### config.mk
export PLATFORM = sky130hd
export DESIGN_NAME = rxf_dst_filter
export DESIGN_NICKNAME = d
export VERILOG_FILES = /design/src/rtl/rxf_pkg.sv /design/src/rtl/rxf_station_regs.sv /design/src/rtl/rxf_dst_matcher.sv /design/src/rtl/rxf_policy.sv /design/src/rtl/rxf_dst_filter.sv
export SDC_FILE = /design/constraint.sdc
export NUM_CORES = 1
export LEC_CHECK = 0
export ABC_CLOCK_PERIOD_IN_PS = 3900
export BUFFER_PORTS_ARGS = -buffer_cell sky130_fd_sc_hd__buf_4
export CAP_MARGIN = 10
export CORE_MARGIN = 2
export CORE_UTILIZATION = 30
export DETAILED_ROUTE_END_ITERATION = 12
export PLACE_DENSITY_LB_ADDON = 0.05
export SYNTH_ARGS = -nofsm -noshare
export SYNTH_HDL_FRONTEND = slang
export SYNTH_SLANG_ARGS = --single-unit
### constraint.sdc
create_clock -name clk -period 3.9 [get_ports clk]
set_clock_uncertainty 0.2 [all_clocks]
set_input_delay 0.585 -clock clk [delete_from_list [all_inputs] [get_ports clk]]
set_output_delay 0.585 -clock clk [all_outputs]
set_load 0.02 [all_outputs]
### src/rtl/rxf_pkg.sv
package rxf_pkg;

    localparam int OCTET_W    = 8;
    localparam int MAC_OCTETS = 6;

    typedef enum logic [1:0] {
        ACC_NONE      = 2'd0,
        ACC_STATION   = 2'd1,
        ACC_STA_BCAST = 2'd2,
        ACC_ALL       = 2'd3
    } acc_mode_e;

    typedef enum logic {
        FS_IDLE = 1'b0,
        FS_ADDR = 1'b1
    } frame_state_e;

    typedef struct packed {
        logic      done;
        logic      sta_hit;
        logic      bc_hit;
        acc_mode_e mode;
    } verdict_t;

    function automatic logic take_frame(acc_mode_e m, logic sta, logic bc);
        logic r;
        case (m)
            ACC_NONE:      r = 1'b0;
            ACC_STATION:   r = sta;
            ACC_STA_BCAST: r = sta | bc;
            default:       r = 1'b1;
        endcase
        return r;
    endfunction

endpackage

### src/rtl/rxf_station_regs.sv
module rxf_station_regs
    import rxf_pkg::*;
#(
    parameter int ADDR_BYTES = MAC_OCTETS,
    parameter int BYTE_W     = OCTET_W,
    parameter int IDX_W      = 3
) (
    input  logic                                clk,
    input  logic                                rst,
    input  logic                                cfg_we,
    input  logic [IDX_W-1:0]                    cfg_idx,
    input  logic [BYTE_W-1:0]                   cfg_wdata,
    input  logic                                cfg_mode_we,
    input  logic [1:0]                          cfg_mode,
    output logic [ADDR_BYTES-1:0][BYTE_W-1:0]   station_o,
    output acc_mode_e                           mode_o
);

    // One register per address byte; indices past the last byte match none.
    for (genvar g = 0; g < ADDR_BYTES; g++) begin : g_byte
        always_ff @(posedge clk) begin
            if (rst) begin
                station_o[g] <= '0;
            end else if (cfg_we && (cfg_idx == IDX_W'(g))) begin
                station_o[g] <= cfg_wdata;
            end
        end
    end

    always_ff @(posedge clk) begin
        if (rst) begin
            mode_o <= ACC_NONE;
        end else if (cfg_mode_we) begin
            mode_o <= acc_mode_e'(cfg_mode);
        end
    end

endmodule

### src/rtl/rxf_dst_matcher.sv
module rxf_dst_matcher
    import rxf_pkg::*;
#(
    parameter int ADDR_BYTES = MAC_OCTETS,
    parameter int BYTE_W     = OCTET_W
) (
    input  logic                                clk,
    input  logic                                rst,
    input  logic                                sof,
    input  logic                                byte_valid,
    input  logic [BYTE_W-1:0]                   byte_data,
    input  logic [ADDR_BYTES-1:0][BYTE_W-1:0]   station_i,
    input  acc_mode_e                           mode_i,
    output verdict_t                            verdict_o
);

    localparam int CNT_W = (ADDR_BYTES > 1) ? $clog2(ADDR_BYTES) : 1;
    localparam logic [CNT_W-1:0] LAST_IDX = CNT_W'(ADDR_BYTES - 1);

    frame_state_e                       state_q;
    logic [CNT_W-1:0]                   cnt_q;
    logic [ADDR_BYTES-1:0][BYTE_W-1:0]  snap_q;
    logic                               sta_run_q;
    logic                               bc_run_q;
    logic                               done_q;
    acc_mode_e                          mode_q;

    logic byte_eq;
    logic byte_ff;
    logic take_byte;

    assign byte_eq   = (byte_data == snap_q[cnt_q]);
    assign byte_ff   = &byte_data;
    assign take_byte = (state_q == FS_ADDR) && byte_valid;

    always_ff @(posedge clk) begin
        if (rst) begin
            state_q   <= FS_IDLE;
            cnt_q     <= '0;
            snap_q    <= '0;
            sta_run_q <= 1'b0;
            bc_run_q  <= 1'b0;
            done_q    <= 1'b0;
            mode_q    <= ACC_NONE;
        end else begin
            done_q <= 1'b0;
            if (sof) begin
                state_q   <= FS_ADDR;
                cnt_q     <= '0;
                snap_q    <= station_i;
                mode_q    <= mode_i;
                sta_run_q <= 1'b1;
                bc_run_q  <= 1'b1;
            end else if (take_byte) begin
                sta_run_q <= sta_run_q & byte_eq;
                bc_run_q  <= bc_run_q & byte_ff;
                if (cnt_q == LAST_IDX) begin
                    state_q <= FS_IDLE;
                    done_q  <= 1'b1;
                end else begin
                    cnt_q <= cnt_q + 1'b1;
                end
            end
        end
    end

    assign verdict_o = '{done: done_q, sta_hit: sta_run_q, bc_hit: bc_run_q, mode: mode_q};

endmodule

### src/rtl/rxf_policy.sv
module rxf_policy
    import rxf_pkg::*;
(
    input  verdict_t verdict_i,
    output logic     accept_o,
    output logic     reject_o
);

    logic take;

    assign take     = take_frame(verdict_i.mode, verdict_i.sta_hit, verdict_i.bc_hit);
    assign accept_o = verdict_i.done & take;
    assign reject_o = verdict_i.done & ~take;

endmodule

### src/rtl/rxf_dst_filter.sv
module rxf_dst_filter
    import rxf_pkg::*;
#(
    parameter int ADDR_BYTES = MAC_OCTETS,
    parameter int BYTE_W     = OCTET_W,
    parameter int IDX_W      = 3
) (
    input  logic              clk,
    input  logic              rst,
    input  logic              cfg_we,
    input  logic [IDX_W-1:0]  cfg_idx,
    input  logic [BYTE_W-1:0] cfg_wdata,
    input  logic              cfg_mode_we,
    input  logic [1:0]        cfg_mode,
    input  logic              sof,
    input  logic              byte_valid,
    input  logic [BYTE_W-1:0] byte_data,
    output logic              accept,
    output logic              reject
);

    logic [ADDR_BYTES-1:0][BYTE_W-1:0] station;
    acc_mode_e                         mode_live;
    verdict_t                          verdict;

    rxf_station_regs #(
        .ADDR_BYTES (ADDR_BYTES),
        .BYTE_W     (BYTE_W),
        .IDX_W      (IDX_W)
    ) u_regs (
        .clk         (clk),
        .rst         (rst),
        .cfg_we      (cfg_we),
        .cfg_idx     (cfg_idx),
        .cfg_wdata   (cfg_wdata),
        .cfg_mode_we (cfg_mode_we),
        .cfg_mode    (cfg_mode),
        .station_o   (station),
        .mode_o      (mode_live)
    );

    rxf_dst_matcher #(
        .ADDR_BYTES (ADDR_BYTES),
        .BYTE_W     (BYTE_W)
    ) u_match (
        .clk        (clk),
        .rst        (rst),
        .sof        (sof),
        .byte_valid (byte_valid),
        .byte_data  (byte_data),
        .station_i  (station),
        .mode_i     (mode_live),
        .verdict_o  (verdict)
    );

    rxf_policy u_policy (
        .verdict_i (verdict),
        .accept_o  (accept),
        .reject_o  (reject)
    );

endmodule

==> flow_summary.json <==
{
  "status": "completed",
  "drv_cap": 0,
  "wl_per_cell_um": 16.8,
  "initial_core_util_pct": 30.9,
  "antenna_found_initial": 0,
  "grt_first_pass_wirelength_um": 18700,
  "cp.required_ps": 3990,
  "fp.dieH_um": 127,
  "track_usage_pct": 15.2,
  "rsz0062_at_grt": "no",
  "cts_buffer_depth": 2,
  "die_x_um": 127,
  "postCtsHoldBufs": 0,
  "antenna_left": 0,
  "fmax_mhz": 386,
  "yosysUniqueCellTypes": 32,
  "io_pins": 29,
  "syn_area_um2": 4510,
  "synth_edf_count": 0,
  "hold_viol_final": 0,
  "grt_max_degree": 108,
  "postSynthAreaPerCell_um2": 8.92,
  "layout_commonest_cell": "dfxtp_1",
  "rows": 44,
  "worstRegToRegCells": 7,
  "synth_seq_cells": 107,
  "cts-resized-gates": 0,
  "period_share_pct": 66.4,
  "cts_buffers": 9,
  "htreeDepth": 3,
  "yosysWarnings": 0,
  "fillCellCount": 1530,
  "first_iter_violations": 137,
  "reg2reg_slack_ps": 1310,
  "hp-class": "reg -> reg",
  "diodes": 0,
  "setup_viol": 0,
  "min_period_ps": 2590,
  "cts-root-buf": "clkbuf_16",
  "fin_tns_setup_ps": 0,
  "grt.overflow.total": 0,
  "critPathMaxFanout": 23,
  "max_slew.worst_pin.slew_ps": 1140,
  "cts_setup_buffers": 0,
  "grt_pass1_vias": 3136,
  "wl_met3_um": 333,
  "placed_area_um2": 4800,
  "vdd_drop_max_mv": 0.183,
  "critical_path_arrival_ps": 2680,
  "cts.sinks": 107,
  "syn2layout_area_growth_pct": 12.5,
  "vias": 3330,
  "r2r-end": "u_match.sta_run_q",
  "whs_ps": 253,
  "hold_path_end": "u_regs.station_o[45]",
  "leakage_nw": 1.90,
  "routed_wl_um": 11800,
  "drive_gt1_share_pct": 8.90,
  "power_mw": 2.14,
  "syn_nets": 534,
  "top_layer": "met4",
  "via_per_inst": 4.75,
  "holdPathStages": 2,
  "nets": 541,
  "worstHoldStart": "u_regs.station_o[45]",
  "fin_area_um2": 5070,
  "yosys_most_used_dff": "dfxtp_1",
  "power.density_nw_per_um2": 422,
  "synthArstFlopShare_pct": 0,
  "path_class": "reg -> reg",
  "clk_pin_slew_worst_paths_ps": 70,
  "drt-met1-wl_um": 6330,
  "drv_slew": 0,
  "start_kind": "flip-flop",
  "portBuffers": 28,
  "r2r-start": "u_match.cnt_q[1]",
  "drtPass1Iterations": 4,
  "dr_wl_met2_um": 4920,
  "die_area_um2": 16000,
  "mostFrequentLayoutCells": "107 x dfxtp_1, 88 x nand2_1, 84 x mux2i_1",
  "cts_tree": "done",
  "crit_path_end_kind": "flip-flop",
  "route.detailed.drc": 0,
  "seq_area_frac_synth_pct": 47.5,
  "relSlewSlack_pct": 24.0,
  "hpwl_um": 7860,
  "core_area_um2": 14600,
  "syn_inst": 505,
  "worstSkewPairLatency_ps": 340,
  "gp_congestion": 0.758
}
==> Yosys cell counts, types with 2 or more instances <==
library cell	number	area share [%]
and3_1	9	1.2
o21ai_0	8	0.89
buf_1	7	0.58
clkbuf_1	20	1.7
nor3_1	3	0.33
and2_1	3	0.42
buf_6	4	1.0
buf_2	2	0.22
dfxtp_1	107	48
nor2b_1	2	0.28
nand4_1	2	0.28
nor2_1	68	5.7
or3_1	8	1.1
ha_1	2	0.56
nand2_1	88	7.3
or2_2	2	0.28
a21oi_1	43	4.8
nor4_1	2	0.28
o22ai_1	11	1.5
xnor2_1	17	3.3
nand3_1	3	0.33
mux2i_1	84	19
==> worst max-delay path by stage <==
| stage | from | end | slack, ps | depth (start not counted) |
|---|---|---|---|---|
| after floorplan | sof | u_match.snap_q[34] | 2010 | 5 |
| after global placement | u_match.cnt_q[1] | u_match.sta_run_q | 1350 | 7 |
| after detailed placement | u_match.cnt_q[1] | u_match.sta_run_q | 1300 | 7 |
| after CTS | u_match.cnt_q[1] | u_match.sta_run_q | 1280 | 7 |
| after global routing | u_match.cnt_q[1] | u_match.sta_run_q | 1140 | 7 |
| final | u_match.cnt_q[1] | u_match.sta_run_q | 1310 | 7 |
==> power breakdown <==
group          total, mW  leakage [nW]  switching (mW)  internal [mW]
Sequential          1.13         0.866          0.0143           1.11
Clock              0.856         0.137           0.388          0.467
Combinational      0.160         0.895          0.0973         0.0631
Total               2.14          1.90           0.500           1.64
==> metrics by stage <==
step / utilization [%] / worst slack [ps] / std cells
after global placement: 32.9 / 1350 / 685
final: 34.8 / 1310 / 701
after floorplan: - / 2010 / 505
after global routing: 34.8 / 1140 / 701
after detailed placement: 32.9 / 1300 / 685
after CTS: 34.8 / 1280 / 701
==> worst max-delay path, cell delays in order (launching register included) <==
cell and delay [ps]:
dfxtp_1 840, buf_4 380, mux2i_1 260, xnor2_1 100, o22ai_2 140, o22ai_1 100, nor4_1 350, o31a_1 160
==> layout make-up <==
class	count	area, um^2	share of cell area, %
clock buffers	14	264	5.20
clock inverters	2	10.0	0.197
inverters	1	3.75	0.0740
multi-input cells	364	2200	43.5
flip-flops and latches	107	2140	42.2
well taps	184	230	4.54
repair buffers	29	218	4.29
==> kinds of logic after synthesis <==
logic type	count (synthesis)	synth area share, %
compound gates	68	8.38
xor+xnor	18	3.50
fa+ha+maj	2	0.555
buf+inv	34	3.55
flops	107	47.5
mux	84	18.7
simple gates	192	17.8
==> routing by layer <==
metal / GRT usage, % / up-vias
li1: - / 1722
met1: 22.7 / 1546
met2: 22.2 / 49
met3: 2.57 / 13
met4: 5.24 / 0
met5: 0 / -
==> flip-flops by register name (all words and copies together) (netlist names) <==
signal	cells
u_match.snap_q	48
u_match.sta_run_q	1
u_match.bc_run_q	1
u_match.done_q	1
u_regs.mode_o	2
u_match.mode_q	2
u_regs.station_o	48
u_match.state_q	1
u_match.cnt_q	3
Note: power is estimated with default switching activity, not from simulation.
